===== config.mk =====
export PLATFORM = sky130hd
export DESIGN_NAME = tmr_xfer_unit
export DESIGN_NICKNAME = d
export VERILOG_FILES = /design/src/rtl/tmr_xfer_pkg.sv /design/src/rtl/tmr_xfer_decode.sv /design/src/rtl/tmr_down_cnt.sv /design/src/rtl/tmr3_phase.sv /design/src/rtl/tmr_xfer_unit.sv
export SDC_FILE = /design/constraint.sdc
export NUM_CORES = 1
export LEC_CHECK = 0
export BUFFER_PORTS_ARGS = -buffer_cell sky130_fd_sc_hd__buf_2
export CORE_ASPECT_RATIO = 1.5
export CORE_MARGIN = 2
export CORE_UTILIZATION = 57
export DETAILED_ROUTE_END_ITERATION = 7
export PLACE_DENSITY = 0.76
export RECOVER_POWER = 25
export SETUP_SLACK_MARGIN = 0.2
export SKIP_CTS_REPAIR_TIMING = 1
export SKIP_LAST_GASP = 1
export SLEW_MARGIN = 20
export SYNTH_ARGS = -nofsm -noshare
export SYNTH_HDL_FRONTEND = slang
export SYNTH_SLANG_ARGS = --single-unit

===== constraint.sdc =====
create_clock -name clk -period 3.6 [get_ports clk]
set_clock_uncertainty 0.1 [all_clocks]
set_input_delay 0.72 -clock clk [delete_from_list [all_inputs] [get_ports clk]]
set_output_delay 0.72 -clock clk [all_outputs]
set_load 0.01 [all_outputs]

===== src/rtl/tmr_xfer_pkg.sv =====
`timescale 1ns/1ps
package tmr_xfer_pkg;
  localparam int OPW = 10;

  localparam logic [OPW-1:0] OP_RD_T1  = 10'h270;
  localparam logic [OPW-1:0] OP_WR_T1  = 10'h230;
  localparam logic [OPW-1:0] OP_RD_T2  = 10'h271;
  localparam logic [OPW-1:0] OP_WR_T2  = 10'h231;
  localparam logic [OPW-1:0] OP_WR_R2  = 10'h23A;
  localparam logic [OPW-1:0] OP_RD_T3  = 10'h272;
  localparam logic [OPW-1:0] OP_WR_T3  = 10'h232;
  localparam logic [OPW-1:0] OP_WR_R3H = 10'h23D;

  typedef struct packed {
    logic rd1;
    logic wr1;
    logic rd2;
    logic wr2;
    logic wr2r;
    logic rd3;
    logic wr3;
    logic wr3h;
  } xfer_dec_t;

  typedef enum logic {PH_LOW = 1'b0, PH_HIGH = 1'b1} t3_phase_e;

  // Opcode decode: exactly one field set for a known opcode when valid.
  function automatic xfer_dec_t decode_op(input logic valid, input logic [OPW-1:0] op);
    xfer_dec_t d;
    d = '0;
    if (valid) begin
      unique case (op)
        OP_RD_T1:  d.rd1  = 1'b1;
        OP_WR_T1:  d.wr1  = 1'b1;
        OP_RD_T2:  d.rd2  = 1'b1;
        OP_WR_T2:  d.wr2  = 1'b1;
        OP_WR_R2:  d.wr2r = 1'b1;
        OP_RD_T3:  d.rd3  = 1'b1;
        OP_WR_T3:  d.wr3  = 1'b1;
        OP_WR_R3H: d.wr3h = 1'b1;
        default:   d = '0;
      endcase
    end
    return d;
  endfunction
endpackage


===== src/rtl/tmr_xfer_decode.sv =====
`timescale 1ns/1ps
module tmr_xfer_decode
  import tmr_xfer_pkg::*;
(
  input  logic                 op_valid,
  input  logic [OPW-1:0]       op_code,
  output xfer_dec_t            dec
);
  always_comb dec = decode_op(op_valid, op_code);
endmodule


===== src/rtl/tmr_down_cnt.sv =====
`timescale 1ns/1ps
module tmr_down_cnt #(
  parameter int W = 8
) (
  input  logic         clk,
  input  logic         rst_n,
  input  logic         run,
  input  logic         tick,
  input  logic         ld,
  input  logic [W-1:0] ld_val,
  input  logic [W-1:0] rel_val,
  output logic [W-1:0] count,
  output logic         uf,
  output logic         wrap
);
  function automatic logic [W-1:0] step_down(input logic [W-1:0] v);
    return v - {{(W-1){1'b0}}, 1'b1};
  endfunction

  logic step;
  assign step = run && tick && !ld;
  assign wrap = step && (count == '0);

  always_ff @(posedge clk or negedge rst_n) begin
    if (!rst_n) begin
      count <= '0;
      uf    <= 1'b0;
    end else begin
      uf <= wrap;
      if (ld)        count <= ld_val;
      else if (wrap) count <= rel_val;
      else if (step) count <= step_down(count);
    end
  end
endmodule


===== src/rtl/tmr3_phase.sv =====
`timescale 1ns/1ps
module tmr3_phase
  import tmr_xfer_pkg::*;
#(
  parameter int W = 8
) (
  input  logic         clk,
  input  logic         rst_n,
  input  logic         restart,
  input  logic         wrap,
  input  logic [W-1:0] rel_lo,
  input  logic [W-1:0] rel_hi,
  output logic [W-1:0] rel_val,
  output t3_phase_e    phase
);
  // Reload picks the phase that follows the current one.
  assign rel_val = (phase == PH_LOW) ? rel_hi : rel_lo;

  always_ff @(posedge clk or negedge rst_n) begin
    if (!rst_n)        phase <= PH_LOW;
    else if (restart)  phase <= PH_LOW;
    else if (wrap)     phase <= (phase == PH_LOW) ? PH_HIGH : PH_LOW;
  end
endmodule


===== src/rtl/tmr_xfer_unit.sv =====
`timescale 1ns/1ps
module tmr_xfer_unit
  import tmr_xfer_pkg::*;
#(
  parameter int NIB = 4,
  parameter int W5W = 2
) (
  input  logic           clk,
  input  logic           rst_n,
  input  logic           op_valid,
  input  logic [OPW-1:0] op_code,
  input  logic [NIB-1:0] a_in,
  input  logic [NIB-1:0] b_in,
  input  logic [W5W-1:0] w5_in,
  input  logic [2:0]     run_en,
  input  logic [2:0]     cnt_en,
  output logic [NIB-1:0] a_out,
  output logic [NIB-1:0] b_out,
  output logic [W5W-1:0] w5_out,
  output logic           ab_we,
  output logic           w5_we,
  output logic [2:0]     uf
);
  localparam int BW  = 2 * NIB;
  localparam int T1W = BW + W5W;

  xfer_dec_t        dec;
  logic [BW-1:0]    ab_val;
  logic [T1W-1:0]   ld1_val;
  logic [T1W-1:0]   cnt1, r1;
  logic [BW-1:0]    cnt2, r2, cnt3, r3l, r3h, rel3;
  logic             ld1_cnt, ld1_rel, ld2_cnt, ld2_rel, ld3_cnt;
  logic             wrap1, wrap2, wrap3;
  t3_phase_e        phase3;

  tmr_xfer_decode u_dec (.op_valid(op_valid), .op_code(op_code), .dec(dec));

  assign ab_val  = {b_in, a_in};
  assign ld1_val = {w5_in, b_in, a_in};
  assign ld1_rel = dec.wr1;
  assign ld1_cnt = dec.wr1 && !run_en[0];
  assign ld2_cnt = dec.wr2;
  assign ld2_rel = dec.wr2 || dec.wr2r;
  assign ld3_cnt = dec.wr3;

  always_ff @(posedge clk or negedge rst_n) begin
    if (!rst_n) begin
      r1  <= '0;
      r2  <= '0;
      r3l <= '0;
      r3h <= '0;
    end else begin
      if (ld1_rel)  r1  <= ld1_val;
      if (ld2_rel)  r2  <= ab_val;
      if (dec.wr3)  r3l <= ab_val;
      if (dec.wr3h) r3h <= ab_val;
    end
  end

  tmr_down_cnt #(.W(T1W)) u_t1 (
    .clk(clk), .rst_n(rst_n), .run(run_en[0]), .tick(cnt_en[0]),
    .ld(ld1_cnt), .ld_val(ld1_val), .rel_val(r1),
    .count(cnt1), .uf(uf[0]), .wrap(wrap1));

  tmr_down_cnt #(.W(BW)) u_t2 (
    .clk(clk), .rst_n(rst_n), .run(run_en[1]), .tick(cnt_en[1]),
    .ld(ld2_cnt), .ld_val(ab_val), .rel_val(r2),
    .count(cnt2), .uf(uf[1]), .wrap(wrap2));

  tmr_down_cnt #(.W(BW)) u_t3 (
    .clk(clk), .rst_n(rst_n), .run(run_en[2]), .tick(cnt_en[2]),
    .ld(ld3_cnt), .ld_val(ab_val), .rel_val(rel3),
    .count(cnt3), .uf(uf[2]), .wrap(wrap3));

  tmr3_phase #(.W(BW)) u_ph3 (
    .clk(clk), .rst_n(rst_n), .restart(ld3_cnt), .wrap(wrap3),
    .rel_lo(r3l), .rel_hi(r3h), .rel_val(rel3), .phase(phase3));

  // Read path towards the register file.
  always_comb begin
    a_out  = '0;
    b_out  = '0;
    w5_out = '0;
    ab_we  = 1'b0;
    w5_we  = 1'b0;
    if (dec.rd1) begin
      {w5_out, b_out, a_out} = cnt1;
      ab_we = 1'b1;
      w5_we = 1'b1;
    end else if (dec.rd2) begin
      {b_out, a_out} = cnt2;
      ab_we = 1'b1;
    end else if (dec.rd3) begin
      {b_out, a_out} = cnt3;
      ab_we = 1'b1;
    end
  end
endmodule


* Yosys cells after proc, flatten, opt, wreduce, memory -nomap -nowiden
Cells that the tools add are included.
Storage, ports and cells: output and inout bits 15, bits of input ports 29, word-level logic and storage cells 77, register bits 64
Cells by class: equal/unequal tests 8, reductions and logical operators 22, mux-type cells 33, add/sub/neg operators 3
Operators by type and width (number):
- 10-bit == test (second input constant) | 8
- 8-bit two-way mux | 8
- 10-bit two-way mux | 3
- 4-bit two-way mux | 6
- 8-bit zero test | 2
- 8-bit by 1-bit subtractor with 8-bit output (second input constant) | 2
- 1-bit two-way mux | 15
- 1-bit logical AND | 10
- 10-bit zero test | 1
- 10-bit by 1-bit subtractor with 10-bit output (second input constant) | 1
- 3-bit nonzero test | 3
- 1-bit zero test | 4
- 2-bit two-way mux | 1
- 2-bit nonzero test | 1
- 1-bit logical OR | 1

* Logic depth before layout (Yosys ltp)
Gate-level depths: netlist of run 1.
depth in word-level cells 9, gate-level depth with buffers 9, mapped depth without buffers 6

* Hierarchy
From an unflattened synthesis of run 1, not the netlist that was laid out.
Second synthesis, totals: cells, all modules 376, area, all modules 3892.5 um2
Modules (own cells, without submodules):
- tmr_xfer_unit | cells each 112, area an instance 1512.7 um2, seq. area each 850.8 um2, times used 1
- tmr_down_cnt at u_t2 ... | cells each 72, area an instance 610.6 um2, seq. area each 225.2 um2, times used 2
- tmr_down_cnt at u_t1 | cells each 91, area an instance 808.3 um2, seq. area each 275.3 um2, times used 1
- tmr_xfer_decode | cells each 17, area an instance 181.4 um2, seq. area each 0.0 um2, times used 1
- tmr3_phase | cells each 12, area an instance 168.9 um2, seq. area each 25.0 um2, times used 1

* Worst setup path after synthesis of run 1
No wires, ideal clock.
path kind input to output, start input port op_code[3], end output port a_out[0], required time 2.780 ns, arrival time 2.131 ns, slack 0.649 ns, stages on the path 4, buffers on the path 0, cells stage by stage or4b_2 nor3_2 nand2_1 a2bb2oi_1
On the way: word-level cells in the longest chain between the ends 6, elaborated cells on any way between the ends 10, those cells by class 3 x eq/ne; 7 x mux
Ends and longest elaborated chain:
- start, declared | line tmr_xfer_unit.sv:11 | input logic [OPW-1:0] op_code,
- 10-bit == test | line tmr_xfer_pkg.sv:32 | unique case (op)
- 1-bit two-way mux | line tmr_xfer_pkg.sv:32
- 8-bit two-way mux * | line tmr_xfer_pkg.sv:31 | if (valid) begin
- 4-bit two-way mux | line tmr_xfer_unit.sv:93 | end else if (dec.rd3) begin
- 4-bit two-way mux | line tmr_xfer_unit.sv:90 | end else if (dec.rd2) begin
- 4-bit two-way mux * | line tmr_xfer_unit.sv:86 | if (dec.rd1) begin
- end, declared | line tmr_xfer_unit.sv:17 | output logic [NIB-1:0] a_out,
Every way passes the cells marked *; elsewhere a longest branch is shown, timed or not.

* Final worst setup path of run 1
start input port op_code[3], end output port a_out[2]
The elaborated chain is that of the path after synthesis.

==> summary.md, run 1 <==
| Metric | Value |
|---|---|
| Status | finished, violations left |
| Failing checks | capacitance limit, slew limit |
| Initial antenna violation count | 0 |
| PD cells | between 600 and 700 nW/um2 |
| Setup Viol. Count Final | 0 |
| Yosys warning total | 0 |
| First-pass DRT Iterations | 7 |
| Mapped Cells | just under 400 |
| Pre-CTS setup slack | between 400 and 500 ps |
| Fillers | about 540 |
| Starting DRT DRC Count | ~370 |
| CTS tree | done |
| Crit path DAT | 2380 ps |
| CP required | roughly 2800 ps |
| Yosys top cell area share | between 40 and 50% |
| Die Width | 70.5 um |
| CP startpoint kind | input pin |
| Vias in the first global route | between 3000 and 4000 |
| Post-synth EDFFs | 0 |
| GRT overflow | 0 |
| Skew-Pair Late Insertion Delay | between 300 and 400 ps |
| # diodes | 0 |
| Net count reported at finish | 470 |
| Wire length per cell | 19.1 um |
| Worst Setup End Kind | primary output |
| Main synth FF type | dfrtp_1 |
| Die area | 7310 um2 |
| Clock Tree Buf Depth | 2 |
| Final ANT Viol Nets | 0 |
| Most frequent cells in the layout | 64 x dfrtp_1, 54 x nand2_1, 42 x buf_2 |
| DRC errors left | 0 |
| Layout cell share with drive strength beyond 1 | 24.9% |
| Syn avg cell area | approximately 9.5 um2 |
| Worst-margin pin slew | ~2000 ps |
| Io pins | 44 |
| Hold Violations, Final | 0 |
| Largest net degree at the start of global routing | 36 |
| Fin Setup TNS | 0 ps |
| Initial Utilization | about three fifths |
| Rows | 36 |
| Cells on worst reg2reg path | 6 |
| Max Freq | 312 MHz |
| Synth Net Count | 431 |
| Final worst slack | around 400 ps |
| Mapped cell area | ~3800 um2 |
| Number of buffers created by CTS | 9 |
| Async S/R FF share, synth | between 90% and 100% |
| Synth area leaders | dfrtp_1 42%, mux2_2 9.2%, nand2_1 5.4% |
| Vias/cell | 6.51 |
| Peak supply drop | between 300 and 400 uV |
| Top cell type by total area after synthesis | dfrtp_1 |
| Critical path peak fanout | 9 |
| Final core utilization | 65.4% |
| Leak | between 0.0015 and 0.002 uW |
| First-pass GRT wire length | 16300 um |
| Detailed placement HPWL | 7130 um |
| GP Congestion | between 0.9 and 1 |
| Min Tclk post-route | 3200 ps |
| Most common cell after layout, fill and taps aside | dfrtp_1 |
| Buffers added on ports | 43 |
| Reg clk slew, reported paths | around 70 ps |
| Tcrit/Tclk final | between 80% and 90% |
| Synth cell types | 58 |
| RSZ-0062 raised after global routing | no |
| Sequential area share after synthesis | between 40 and 50% |
| Slew headroom | -32.3% |
| Core Region | around 6400 um2 |
| Clock root buffer | clkbuf_8 |
| Tot GR Track Use | about 29% |
| Vias | around 3400 |
| Max-cap viol count | 1 |
| Die Y | around 100 um |
| FF+latch count, synth | 64 |
| Hold Crit Class | flop to flop |
| Crit Path Category | input pin to primary output |
| Clock sink total | 64 |
| H-tree levels | 3 |
| Routed WL | around 9900 um |
| Max-slew violations | 36 |
| Hold Path Stages | 2 |
| P&R area growth vs syn | 11.4% |
[path summary, 6_finish.rpt]
check	from	endpoint	slack (ps)
max reg2reg	u_t1.count[0]	u_t1.count[3]	690
min	r3l[6]	r3l[6]	370
max in group asynchronous	rst_n	r2[3]	1140
min reg2reg	r3l[6]	r3l[6]	370
max	op_code[3]	a_out[2]	400
min in group asynchronous	rst_n	u_t2.uf	820
[power by group]
| part | switching (uW) | leakage, uW | total (uW) | internal (uW) |
|---|---|---|---|---|
| combinational | 462 | 0.00105 | 891 | 429 |
| clock | 278 | 0.0000899 | 543 | 264 |
| sequential | 299 | 0.000855 | 1160 | 861 |
| total | 1040 | 0.00199 | 2590 | 1550 |
[synth_stat cells (7+ instances only)]
library cell / instances
or3_1: 8
a21oi_1: 10
nor2_1: 25
nor3_1: 18
a221o_1: 7
clkbuf_1: 16
mux2_2: 31
mux2i_1: 11
nor4_1: 7
o21ai_0: 26
a2bb2oi_1: 8
inv_1: 11
dfrtp_1: 64
nand2_1: 54
[worst max-delay path, stage by stage]
cell	delay, ps
buf_2	130
or4b_2	720
nor3_2	200
buf_4	200
nand2_1	70
a2bb2oi_1	180
buf_2	160
[sequential cells by signal, indices dropped and copies added, names as in the netlist, 8 cells and up]
signal,count
r1,10
u_t1.count,10
r2,8
r3h,8
r3l,8
u_t2.count,8
u_t3.count,8
[per-layer routing]
layer  vias to the layer above  routed length [um]  track usage (%)
met5                         -                   0                0
met4                         0                 305             12.0
met3                        23                 691             6.52
met2                       159                4970             47.4
met1                      1626                3890             35.6
li1                       1557                   -                -
[per-stage QoR]
step / cell area [um2] / total power (uW) / std cells / hold WS [ps]
3_5_place_dp: 4050 / 2030 / 501 / 362
3_3_place_gp: 4050 / 2010 / 501 / 357
5_1_grt: 4210 / 2760 / 517 / 397
4_1_cts: 4220 / 2570 / 517 / 380
2_1_floorplan: 3780 / 1790 / 397 / 324
6_report: 4210 / 2590 / 517 / 375
[area by class of cell]
cell class,instances,area [um2],share of cell area [%]
clock buffers,12,145,3.45
clock inverters,4,20.0,0.475
inverters,11,41.3,0.981
multi-input cells,299,2040,48.4
flip-flops and latches,64,1600,38.0
well taps,76,95.1,2.26
repair buffers,51,270,6.42
[cell families after synthesis]
logic type | share of synthesized area [%]
compound gates | 16.5
xor+xnor | 0.695
fa+ha+maj | 1.66
buf+inv | 3.74
flops | 42.4
mux | 12.5
simple gates | 22.5
(Power assumes the default switching activity.)
==> run 2: changes to the inputs <==
Settings changed: CORE_UTILIZATION 57 to 45, PLACE_DENSITY 0.76 to 0.62, REMOVE_ABC_BUFFERS from default to 1.
==> summary.md, run 2 (synthesis gave the netlist of run 1 again) <==
| Metric | Value |
|---|---|
| Worst-margin pin slew | 1630 ps (-353 ps) |
| Max Freq | 314 MHz (+0.51%) |
| Top Registers | r1 (10), u_t1.count (10) |
| Tot GR Track Use | 23.5% (-5.1 points) |
| GP Congestion | 0.893 (-2.9%) |
| Net count reported at finish | 471 (+0.21%) |
| P_sw | 1060 uW (+2.3%) |
| Fillers | 793 (+48%) |
| Starting DRT DRC Count | 240 (-34%) |
| Hold Violations, Final | 0 (unchanged) |
| Most frequent cells in the layout | 64 x dfrtp_1, 54 x nand2_1, 43 x buf_2 |
| Io pins | 44 (unchanged) |
| DRC errors left | 0 (unchanged) |
| Crit path DAT | 2370 ps (about the same) |
| # diodes | 0 (unchanged) |
| Clock root buffer | clkbuf_16 |
| Layout cell share with drive strength beyond 1 | 25.9% (+0.91 points) |
| Peak supply drop | 318 uV (-11%) |
| Wire length per cell | 18.6 um (-2.3%) |
| Worst Setup End Kind | primary output |
| Sequential power share | 39.3% (-5.4 points) |
| Gate power share | 30.6% (-3.7 points) |
| First-pass DRT Iterations | 4 (-3) |
| Hold Crit Class | flop to flop |
| Routed WL | 10200 um (+3.5%) |
| PD cells | 670 nW/um2 (+8.8%) |
| Reg clk slew, reported paths | 50 ps (-20 ps) |
| Setup Viol. Count Final | 0 (unchanged) |
| Flop2flop setup slack | 710 ps (+20 ps) |
| Switch share | 36.0% (-4.0 points) |
| Detailed placement HPWL | 7270 um (+2.0%) |
| Slew headroom | -8.75% (+24 points) |
| Max-slew violations | 65 (+81%) |
| RSZ-0062 raised after global routing | no |
| P&R area growth vs syn | 16.4% |
| Fin Setup TNS | 0 ps (unchanged) |
| Crit Path Category | input pin to primary output |
| H-tree levels | 3 (unchanged) |
| Initial antenna violation count | 0 (unchanged) |
| Tcrit/Tclk final | 88.5% (-0.45 points) |
| Die area | 9160 um2 (+25%) |
| Most common cell after layout, fill and taps aside | dfrtp_1 |
| Vias/cell | 6.12 (-6.0%) |
| Largest net degree at the start of global routing | 65 (+81%) |
| Clk pwr share | 30.1% (+9.2 points) |
| Final ANT Viol Nets | 0 (unchanged) |
| Status | finished, violations left |
| Die Y | 116 um (+12%) |
| Final Power | 2950 uW (+14%) |
| Clock Tree Buf Depth | 2 (unchanged) |
| CP required | 2780 ps (about the same) |
| Register Area | 1600 um2 (unchanged) |
| Vias | 3353 (-0.36%) |
| Critical path peak fanout | 9 (unchanged) |
| Leak | 0.00207 uW (+3.8%) |
| CP startpoint kind | input pin |
| Area of the multi-input gates | 2040 um2 (unchanged) |
| Initial Utilization | 45.5% (-13 points) |
| Min Tclk post-route | 3190 ps (-16.3 ps) |
| Buffers added on ports | 43 (unchanged) |
| Rows | 41 (+14%) |
| Number of buffers created by CTS | 9 (unchanged) |
| First-pass GRT wire length | 16200 um (-0.72%) |
| Vias in the first global route | 3132 (-3.1%) |
| Skew-Pair Late Insertion Delay | 330 ps (-20 ps) |
| Die Width | 78.8 um (+12%) |
| Clock sink total | 64 (unchanged) |
| Core Region | 8310 um2 (+29%) |
| Failing checks | capacitance limit, slew limit |
| Pint | 1890 uW (+21%) |
| GRT overflow | 0 (unchanged) |
| Max-cap viol count | 1 (unchanged) |
| CTS tree | done |
[run 2: cell count changes in the layout (fill, tap and decap cells not counted)]
cell,change
clkbuf_16,+9
clkbuf_8,-7
clkbuf_1,-4
clkinv_2,-2
buf_2,+1
buf_4,+1
bufinv_16,+1
clkbuf_2,+1
[run 2: worst paths after layout]
check / end / start / cells after the start
worst max-delay path: b_out[0] / op_code[3] / 7
worst min-delay path: r3l[0] / r3l[0] / 2
worst max register to register: u_t1.count[3] / u_t1.count[0] / 6
worst min register to register: r3l[0] / r3l[0] / 2
max in group asynchronous: r3h[2] / rst_n / 2
min in group asynchronous: r3h[5] / rst_n / 2
[run 2: final cells by class]
class	instances	share of cell area (%)
multi-input cells	299	46.3
flip-flops and latches	64	36.4
repair buffers	52	6.37
clock buffers	12	6.06
well taps	107	3.04
inverters	11	0.938
clock inverters	3	0.910
[run 2: per-layer routing]
metal	part of all wire [%]	track usage, %
met5	0	0
met1	40	27.9
met2	51	40.2
met3	5.4	4.48
met4	3.8	13.1
[run 2: power groups by stage]
stage | registers (uW) | clock network (uW) | logic, uW
5_1_grt | 1190 | 936 | 1020
4_1_cts | 1150 | 898 | 901
3_5_place_dp | 1160 | 0 | 892
3_3_place_gp | 1170 | 0 | 876
2_1_floorplan | 1060 | 0 | 698
6_report | 1160 | 887 | 903
[run 2: through the flow]
step | utilization, % | cells | hold slack (ps) | worst slack (ps) | cell area (um2)
after detailed placement | 49.3 | 533 | 363 | 393 | 4100
after global routing | 53.0 | 548 | 397 | 346 | 4400
after floorplan | - | 374 | 324 | 649 | 3680
final | 53.0 | 548 | 371 | 414 | 4400
after CTS | 53.0 | 548 | 375 | 396 | 4400
after global placement | 49.3 | 533 | 360 | 426 | 4100
[run 2: critical path, stage by stage]
cell       delay, ps
buf_2            130
or4b_2           720
nor3_2           170
buf_4            200
nand2_1           70
a2bb2oi_1        190
buf_2            160
